### config.mk
export PLATFORM = sky130hd
export DESIGN_NAME = prg_bank_ctrl
export DESIGN_NICKNAME = d
export VERILOG_FILES = /design/src/rtl/prg_bank_pkg.sv /design/src/rtl/prg_reg_decode.sv /design/src/rtl/prg_bank_regs.sv /design/src/rtl/prg_addr_map.sv /design/src/rtl/prg_bank_ctrl.sv
export SDC_FILE = /design/constraint.sdc
export NUM_CORES = 1
export LEC_CHECK = 0
export CORE_MARGIN = 2
export CORE_UTILIZATION = 28
export DETAILED_ROUTE_END_ITERATION = 16
export PLACE_DENSITY = 0.87
export RECOVER_POWER = 100
export SYNTH_ARGS = -nofsm -noshare
export SYNTH_HDL_FRONTEND = slang
export SYNTH_HIERARCHICAL = 1
export SYNTH_SLANG_ARGS = --single-unit
### constraint.sdc
create_clock -name clk -period 0.8 [get_ports clk]
set_clock_uncertainty 0.15 [all_clocks]
set_input_delay 0.2 -clock clk [delete_from_list [all_inputs] [get_ports clk]]
set_output_delay 0.2 -clock clk [all_outputs]
set_load 0.05 [all_outputs]
### src/rtl/prg_bank_pkg.sv
package prg_bank_pkg;
  localparam int CPU_AW  = 16;
  localparam int DATA_W  = 8;
  localparam int LOW_W   = 4;
  localparam int HIGH_W  = 2;
  localparam int MODE_W  = 3;
  localparam int BANK_W  = LOW_W + HIGH_W;
  localparam int WIN_AW  = 15;
  localparam int ROM_AW  = WIN_AW + BANK_W;
  localparam int RAM_AW  = 13;

  typedef enum logic [1:0] {
    SEL_NONE = 2'd0,
    SEL_LOW  = 2'd1,
    SEL_HIGH = 2'd2,
    SEL_MODE = 2'd3
  } reg_sel_e;

  function automatic logic [DATA_W-1:0] swap_d01(input logic [DATA_W-1:0] d,
                                                 input logic en);
    logic [DATA_W-1:0] r;
    r = d;
    if (en) begin
      r[0] = d[1];
      r[1] = d[0];
    end
    return r;
  endfunction
endpackage

### src/rtl/prg_reg_decode.sv
module prg_reg_decode
  import prg_bank_pkg::*;
#(
  parameter logic [CPU_AW-1:0] LOW_ADDR  = 16'h5000,
  parameter logic [CPU_AW-1:0] LOW_MASK  = 16'hFF00,
  parameter logic [CPU_AW-1:0] HIGH_ADDR = 16'h5100,
  parameter logic [CPU_AW-1:0] HIGH_MASK = 16'hFB00,
  parameter logic [CPU_AW-1:0] MODE_ADDR = 16'h5300,
  parameter logic [CPU_AW-1:0] MODE_MASK = 16'hFF00
) (
  input  logic [CPU_AW-1:0] cpu_addr,
  input  logic              cpu_rw,
  input  logic              cpu_m2,
  output reg_sel_e          sel,
  output logic              wr_en
);
  logic hit_low, hit_high, hit_mode;

  always_comb begin
    hit_low  = (cpu_addr & LOW_MASK)  == LOW_ADDR;
    hit_high = (cpu_addr & HIGH_MASK) == HIGH_ADDR;
    hit_mode = (cpu_addr & MODE_MASK) == MODE_ADDR;
    if (hit_low)       sel = SEL_LOW;
    else if (hit_high) sel = SEL_HIGH;
    else if (hit_mode) sel = SEL_MODE;
    else               sel = SEL_NONE;
    wr_en = cpu_m2 && !cpu_rw && (sel != SEL_NONE);
  end
endmodule

### src/rtl/prg_bank_regs.sv
module prg_bank_regs
  import prg_bank_pkg::*;
(
  input  logic              clk,
  input  logic              rst_n,
  input  reg_sel_e          sel,
  input  logic              wr_en,
  input  logic [DATA_W-1:0] wr_data,
  output logic [LOW_W-1:0]  low_q,
  output logic [HIGH_W-1:0] high_q,
  output logic              swap_en,
  output logic              src_sel
);
  logic [MODE_W-1:0] mode_q, mode_d;
  logic [LOW_W-1:0]  low_d;
  logic [HIGH_W-1:0] high_d;
  logic              low_en, high_en, mode_en;
  logic [DATA_W-1:0] bank_data;

  always_comb begin
    bank_data = swap_d01(wr_data, mode_q[0]);
    low_en  = wr_en && (sel == SEL_LOW);
    high_en = wr_en && (sel == SEL_HIGH);
    mode_en = wr_en && (sel == SEL_MODE);
    low_d   = bank_data[LOW_W-1:0];
    high_d  = bank_data[HIGH_W-1:0];
    mode_d  = wr_data[MODE_W-1:0];
  end

  always_ff @(posedge clk or negedge rst_n) begin
    if (!rst_n) begin
      low_q  <= '0;
      high_q <= '0;
      mode_q <= '0;
    end else begin
      if (low_en)  low_q  <= low_d;
      if (high_en) high_q <= high_d;
      if (mode_en) mode_q <= mode_d;
    end
  end

  assign swap_en = mode_q[0];
  assign src_sel = mode_q[2];

  a_r7_mode_keeps_banks: assert property (@(posedge clk) disable iff (!rst_n)
    mode_en |=> ($stable(low_q) && $stable(high_q)));
  a_r8_idle_holds: assert property (@(posedge clk) disable iff (!rst_n)
    !wr_en |=> ($stable(low_q) && $stable(high_q) && $stable(mode_q)));
  a_r6_mode_unswapped: assert property (@(posedge clk) disable iff (!rst_n)
    mode_en |=> (swap_en == $past(wr_data[0])));
  a_r5_low_swapped: assert property (@(posedge clk) disable iff (!rst_n)
    (low_en && swap_en) |=> (low_q[1:0] == {$past(wr_data[0]), $past(wr_data[1])}));
endmodule

### src/rtl/prg_addr_map.sv
module prg_addr_map
  import prg_bank_pkg::*;
#(
  parameter logic [2:0] RAM_TOP = 3'b011
) (
  input  logic [CPU_AW-1:0] cpu_addr,
  input  logic              cpu_rw,
  input  logic              cpu_m2,
  input  logic [LOW_W-1:0]  low_q,
  input  logic [HIGH_W-1:0] high_q,
  input  logic              src_sel,
  output logic [ROM_AW-1:0] rom_addr,
  output logic              rom_ce_n,
  output logic [RAM_AW-1:0] ram_addr,
  output logic              ram_ce_n
);
  logic [BANK_W-1:0] bank;
  logic [1:0]        lo_pair;

  always_comb begin
    lo_pair  = src_sel ? low_q[1:0] : 2'b11;
    bank     = {high_q, low_q[LOW_W-1:2], lo_pair};
    rom_addr = {bank, cpu_addr[WIN_AW-1:0]};
    rom_ce_n = !(cpu_addr[CPU_AW-1] && cpu_rw);
    ram_addr = cpu_addr[RAM_AW-1:0];
    ram_ce_n = !(cpu_m2 && (cpu_addr[CPU_AW-1:RAM_AW] == RAM_TOP));
  end
endmodule

### src/rtl/prg_bank_ctrl.sv
module prg_bank_ctrl
  import prg_bank_pkg::*;
#(
  parameter int SYNC_STAGES = 2
) (
  input  logic                clk,
  input  logic                rst_n,
  input  logic [CPU_AW-1:0]   cpu_addr,
  input  logic [DATA_W-1:0]   cpu_data,
  input  logic                cpu_rw,
  input  logic                cpu_m2,
  output logic [ROM_AW-1:0]   rom_addr,
  output logic                rom_ce_n,
  output logic [RAM_AW-1:0]   ram_addr,
  output logic                ram_ce_n
);
  logic [SYNC_STAGES-1:0] rst_pipe;
  logic                   rst_sync_n;

  genvar g;
  generate
    for (g = 0; g < SYNC_STAGES; g++) begin : g_rst
      always_ff @(posedge clk or negedge rst_n) begin
        if (!rst_n) rst_pipe[g] <= 1'b0;
        else        rst_pipe[g] <= (g == 0) ? 1'b1 : rst_pipe[(g == 0) ? 0 : g-1];
      end
    end
  endgenerate
  assign rst_sync_n = rst_pipe[SYNC_STAGES-1];

  reg_sel_e          sel;
  logic              wr_en;
  logic [LOW_W-1:0]  low_q;
  logic [HIGH_W-1:0] high_q;
  logic              swap_en, src_sel;

  prg_reg_decode u_dec (
    .cpu_addr (cpu_addr),
    .cpu_rw   (cpu_rw),
    .cpu_m2   (cpu_m2),
    .sel      (sel),
    .wr_en    (wr_en)
  );

  prg_bank_regs u_regs (
    .clk     (clk),
    .rst_n   (rst_sync_n),
    .sel     (sel),
    .wr_en   (wr_en),
    .wr_data (cpu_data),
    .low_q   (low_q),
    .high_q  (high_q),
    .swap_en (swap_en),
    .src_sel (src_sel)
  );

  prg_addr_map u_map (
    .cpu_addr (cpu_addr),
    .cpu_rw   (cpu_rw),
    .cpu_m2   (cpu_m2),
    .low_q    (low_q),
    .high_q   (high_q),
    .src_sel  (src_sel),
    .rom_addr (rom_addr),
    .rom_ce_n (rom_ce_n),
    .ram_addr (ram_addr),
    .ram_ce_n (ram_ce_n)
  );

  a_r4_forced_pair: assert property (@(posedge clk) disable iff (!rst_sync_n)
    !src_sel |-> (rom_addr[WIN_AW+1:WIN_AW] == 2'b11));
  a_r9_rom_ce_range: assert property (@(posedge clk) disable iff (!rst_sync_n)
    !rom_ce_n |-> (cpu_addr[CPU_AW-1] && cpu_rw));
  a_r10_ram_ce_range: assert property (@(posedge clk) disable iff (!rst_sync_n)
    !ram_ce_n |-> (cpu_addr >= 16'h6000 && cpu_addr <= 16'h7FFF));
endmodule

==> results of run 1 <==
==> registers in the layout, summed over array words and instances (netlist names) <==
name and count:
u_regs/mode_q 2, u_regs/low_q 4, rst_pipe 1, rst_sync_n 1, u_regs/high_q 2
==> worst max-delay path: cells and delay by family <==
kind	cells	cell delay (ns)
simple gates	3	0.67
mux	1	0.30
compound gates	1	0.26
buf+inv	1	0.10
==> stage by stage <==
step           instances   util  total power [mW]
3_3_place_gp         113  0.487             0.993
3_5_place_dp         113  0.487              1.00
4_1_cts              126  0.572              1.51
2_1_floorplan         70      -             0.952
5_1_grt              129  0.595              1.57
6_report             129  0.595              1.51
==> metal layers <==
layer | GRT usage | vias up | part of all wire
met1 | 0.114 | 269 | 0.28
met2 | 0.255 | 28 | 0.63
met3 | 0.0375 | 2 | 0.090
met5 | 0 | - | 0
met4 | 0.0383 | 0 | 0.0022
li1 | - | 256 | -
==> power groups by stage <==
| stage | clock [mW] | combinational, mW | sequential, mW |
|---|---|---|---|
| 2_1_floorplan | 0 | 0.425 | 0.527 |
| 3_3_place_gp | 0 | 0.464 | 0.529 |
| 3_5_place_dp | 0 | 0.474 | 0.530 |
| 4_1_cts | 0.456 | 0.537 | 0.520 |
| 5_1_grt | 0.470 | 0.575 | 0.520 |
| 6_report | 0.441 | 0.553 | 0.519 |
==> logic make-up after synthesis <==
family / count (synthesis) / share of synthesized area
flops: 10 / 0.339
xor+xnor: 1 / 0.0119
simple gates: 13 / 0.125
mux: 10 / 0.163
other cells: 1 / 0.00508
buf+inv: 33 / 0.331
fa+ha+maj: 1 / 0.0153
compound gates: 1 / 0.0102
==> synth_stat cells (all sizes together) <==
| master | n |
|---|---|
| buf | 32 |
| dfrtp | 10 |
| mux2 | 10 |
| nand2 | 2 |
| nand2b | 2 |
| nand3b | 2 |
| a211oi | 1 |
| and3b | 1 |
| conb | 1 |
| inv | 1 |
| maj3 | 1 |
| nand3 | 1 |
| nand4b | 1 |
| nor2 | 1 |
| nor3 | 1 |
| nor3b | 1 |
| nor4bb | 1 |
| xor2 | 1 |
==> final cells by class <==
type / count / area, um^2
fill: 209 / 1000
timing repair buffer: 57 / 795
multi-input combinational: 27 / 352
sequential: 10 / 250
tap: 30 / 37.5
clock buffer: 4 / 36.3
inverter: 1 / 3.75
==> path summary, 6_finish.rpt <==
check                                  from          endpoint  slack (ns)  cells after the start
setup / recovery               cpu_addr[13]  u_regs/high_q[0]       -0.74                      6
hold / removal                   rst_sync_n   u_regs/low_q[3]       -0.02                      0
setup reg to reg           u_regs/mode_q[0]   u_regs/low_q[1]       -0.50                      2
hold reg to reg                  rst_sync_n   u_regs/low_q[3]       -0.02                      0
max in group asynchronous        rst_sync_n  u_regs/mode_q[0]        0.28                      0
min in group clk                rst_pipe[0]        rst_sync_n        0.20                      0
==> timing repair <==
item	in CTS	in global routing
pin swaps	11	6
cloned	0	0
buffers inserted	9	6
hold endpoints to repair	10	2
endpoints found under the setup margin	28	28
gates resized for setup	72	11
==> flow_metrics.py, run 1 <==
metrics = {
    "outcome": {
        "status": "finished, violations left",
        "violations": "negative hold slack, negative setup slack",
    },
    "detailed_routing": {
        "routed_wl_um": 1800,
        "drtIter0Drc": 3,
        "wl_per_cell_um": 14.0,
        "vias_per_cell": 4.30,
        "postRouteAntennaNets": 0,
        "drc": 0,
        "vias": 555,
        "first_pass_iters": 4,
    },
    "placed_design": {
        "pre_cts_ws_ns": -1.38,
        "gp_congestion": 0.687,
        "io_buffers": 35,
        "hpwl_um": 1360,
        "placed_area_um2": 1210,
    },
    "final_layout": {
        "layout_common_cells": "buf_12 (20), buf_6 (18), dfrtp_1 (10)",
        "postLayoutCellArea_um2": 1470,
        "layout_commonest_cell": "buf_12",
        "drive_gt1_frac": 0.768,
        "diodes": 0,
        "fin_nets": 128,
        "area_growth_pct": 99.7,
    },
    "synthesis": {
        "ys_seq_area_frac": 0.339,
        "yosysTopAreaCell": "dfrtp_1",
        "ys_warn_count": 6,
        "syn_inst": 70,
        "synthTopCellsByArea": "dfrtp_1 (34%), buf_4 (33%), mux2_2 (7.6%)",
        "synth_top_cell_area_share": 0.339,
        "synth_cell_type_count": 21,
        "synth_area_um2": 738,
        "synth-seq-cells": 10,
        "avgSynthCellArea_um2": 10.5,
        "synth_nets": 98,
    },
    "setup_path": {
        "worstSetupStartpointType": "input pin",
        "cpPeakStageDelay_ns": 0.30,
        "arrival_ns": 1.53,
        "crit_fanout": 3,
        "crit_type": "input pin to flop",
        "critPathCaptureType": "flop",
        "cpMaxStageDelayCell": "mux2_4",
        "required_ns": 0.79,
        "path_cells": "buf_8, nor3b_4, nand3b_1, a211oi_4, and3b_2, mux2_4",
    },
    "power_and_ir_drop": {
        "powerDensity_nw_per_um2": 1030,
        "seqPwrFrac": 0.343,
        "internal_power_mw": 1.09,
        "vdd_drop_max_uv": 752,
        "power.clock.fraction": 0.291,
        "switchingPower_uw": 422,
        "p_comb_frac": 0.365,
        "power_switching_share": 0.279,
        "leakage_nw": 0.724,
    },
    "timing": {
        "setup_ws_ns": -0.739,
        "maxSlewViolCount": 0,
        "fin_tns_setup_ns": -10.51,
        "min_period_over_period": 1.92,
        "setup_violations": 28,
        "fmax_ghz": 0.650,
        "hold_slack_ns": -0.0205,
        "finalHoldViolations": 8,
        "rsz0062_at_grt": "true",
        "period_needed_ns": 1.54,
    },
    "floorplan": {
        "dieArea_um2": 3060,
        "chipWidth_um": 55.3,
        "rows": 18,
        "fp.dieH_um": 55.3,
        "core-area_um2": 2480,
        "start_util": 0.298,
        "boundaryPins": 64,
    },
    "global_route": {
        "grt_max_degree": 9,
        "grt_antenna_before_repair": 0,
        "grt_pass1_wl_um": 3070,
        "grt_use_total": 0.125,
        "grt.overflow.total": 0,
        "grt_pass1_vias": 652,
    },
    "clocking": {
        "cts_max_level": 1,
        "clock_latency_ns": 0.26,
        "clock_path_buffers": 2,
        "cts_root_buf": "clkbuf_4",
        "cts_tree": "done",
        "clkTransAtPathRegs_ns": 0.06,
        "cts.sinks": 10,
        "cts_made_buffers": 3,
    },
    "run": {
        "maxCapViolCount": 0,
    },
    "worst_hold_path": {
        "hold_class": "flop to async pin",
    },
}
No activity file was read; power rests on OpenSTA's default activity.
==> inputs of run 2 (changes only) <==
--- a/config.mk
+++ b/config.mk
@@ -10,6 +10,7 @@
 export DETAILED_ROUTE_END_ITERATION = 16
 export PLACE_DENSITY = 0.87
 export RECOVER_POWER = 100
+export REMOVE_ABC_BUFFERS = 1
 export SYNTH_ARGS = -nofsm -noshare
 export SYNTH_HDL_FRONTEND = slang
 export SYNTH_HIERARCHICAL = 1
==> run 2 against run 1 <==
  * The run still ends with negative hold slack, negative setup slack left
  * First-iteration DRC count unchanged
  * Die area unchanged
  * Cell count down 2.3%
  * Worst hold slack worse by 0.0074 ns
  * Largest power group unchanged
==> flow_metrics.py, run 2 (synthesis gave the netlist of run 1 again) <==
metrics = {
    "setup_path": {
        "crit_type": "input pin to flop",
        "ff2ff_path_depth": 2,
        "reg2reg_from": "u_regs/mode_q[0]",
        "path_cells": "buf_12, nor3b_4, nand3b_1, a211oi_2, and3b_2, mux2_4",
        "cpMaxStageDelayCell": "mux2_4",
        "startpoint": "cpu_addr[11]",
        "rrSetupSlack_ns": -0.50,
        "endpoint": "u_regs/high_q[0]",
        "critPathCaptureType": "flop",
        "crit_buf_inv": 1,
        "r2r_end": "u_regs/low_q[0]",
        "crit_cells": 6,
        "worst_path_dominant_cell_family": "simple AND/OR/NAND/NOR gates",
        "arrival_ns": 1.54,
        "required_ns": 0.80,
        "worstSetupStartpointType": "input pin",
        "crit_fanout": 3,
        "cpPeakStageDelay_ns": 0.30,
    },
    "timing": {
        "hold_slack_ns": -0.0278,
        "rsz0062_at_grt": "true",
        "setup_ws_ns": -0.745,
        "fmax_ghz": 0.647,
        "setup_violations": 28,
        "min_period_over_period": 1.93,
        "finalHoldViolations": 8,
        "maxSlewViolCount": 0,
        "period_needed_ns": 1.54,
    },
    "run": {
        "maxCapViolCount": 0,
    },
    "final_layout": {
        "stdcell_count": 126,
        "layout_common_cells": "buf_12 (21), buf_6 (14), dfrtp_1 (10)",
        "reg_top3": "u_regs/low_q (4), u_regs/high_q (2), u_regs/mode_q (2)",
        "area_growth_pct": 95.3,
        "regMostFlops": "u_regs/low_q",
        "multi_input_area_um2": 342,
        "layout_commonest_cell": "buf_12",
        "seqCellArea_um2": 250,
        "diodes": 0,
        "drive_gt1_frac": 0.750,
        "fin_nets": 125,
        "largest_reg_flops": 4,
        "fill_cells": 186,
    },
    "floorplan": {
        "rows": 18,
        "chipWidth_um": 55.3,
        "fp.dieH_um": 55.3,
        "boundaryPins": 64,
        "start_util": 0.298,
        "core-area_um2": 2480,
        "dieArea_um2": 3060,
    },
    "clocking": {
        "clock_path_buffers": 2,
        "cts_max_level": 1,
        "cts.sinks": 10,
        "clkTransAtPathRegs_ns": 0.07,
        "cts_tree": "done",
        "cts_root_buf": "clkbuf_4",
        "clock_latency_ns": 0.25,
        "cts_made_buffers": 3,
    },
    "detailed_routing": {
        "first_pass_iters": 3,
        "routed_wl_um": 2240,
        "vias_per_cell": 4.40,
        "vias": 554,
        "drc": 0,
        "drtIter0Drc": 3,
        "wl_per_cell_um": 17.8,
        "postRouteAntennaNets": 0,
    },
    "global_route": {
        "grt_pass1_vias": 665,
        "grt_max_degree": 9,
        "grt_antenna_before_repair": 0,
        "grt_pass1_wl_um": 3640,
        "grt.overflow.total": 0,
        "grt_use_total": 0.157,
    },
    "power_and_ir_drop": {
        "powerDensity_nw_per_um2": 1040,
        "total_power_mw": 1.50,
        "vdd_drop_max_uv": 627,
        "leakage_nw": 0.715,
    },
    "worst_hold_path": {
        "hold_class": "flop to async pin",
    },
    "placed_design": {
        "io_buffers": 35,
        "dp.cells": 114,
        "hpwl_um": 1610,
        "gp_congestion": 0.737,
    },
    "outcome": {
        "violations": "negative hold slack, negative setup slack",
        "status": "finished, violations left",
    },
}
## run 2: worst min path at each step
stage,start,end,cells past startpoint
6_report,rst_sync_n,u_regs/high_q[1],0
3_5_place_dp,rst_sync_n,u_regs/mode_q[0],0
4_1_cts,rst_n,rst_pipe[0],1
5_1_grt,rst_n,rst_pipe[0],1
2_1_floorplan,rst_n,rst_pipe[0],0
3_3_place_gp,rst_sync_n,u_regs/low_q[3],0
## run 2: worst register-to-register path: stages, from the launching register on
cell and delay, ns:
dfrtp_1 0.41, mux2_1 0.36, mux2_4 0.28
## run 2: cell type report
cell class,instances,area share
tap,30,0.0260
sequential,10,0.174
inverter,1,0.00260
clock buffer,4,0.0252
timing repair buffer,54,0.536
multi-input combinational,27,0.237
## run 2: power breakdown
group          total [mW]  internal, mW  switching [mW]
Combinational       0.539         0.300           0.239
Clock               0.443         0.276           0.167
Sequential          0.519         0.511         0.00858
## run 2: repair_timing
action                                 CTS  global route
resized for setup                       86             3
setup buffers                            8             1
setup endpoints to repair               28            28
endpoints found under the hold margin   10             8
pin swaps                               11             1
## run 2: layer usage
| layer | GRT usage | part of all wire | vias up |
|---|---|---|---|
| li1 | - | - | 254 |
| met1 | 0.133 | 0.31 | 264 |
| met2 | 0.272 | 0.54 | 34 |
| met3 | 0.126 | 0.14 | 2 |
| met4 | 0.0348 | 0.011 | 0 |
| met5 | 0.107 | 0 | - |
## run 2: metrics by stage
step	util	setup TNS, ns	cell area (um^2)	setup WS (ns)
finish	0.582	-10.52	1440	-0.745
global route	0.582	-11.21	1440	-0.778
CTS	0.578	-10.03	1430	-0.694
detailed placement	0.472	-20.69	1170	-1.54
global placement	0.472	-19.49	1170	-1.40
floorplan	-	-7.38	498	-0.744
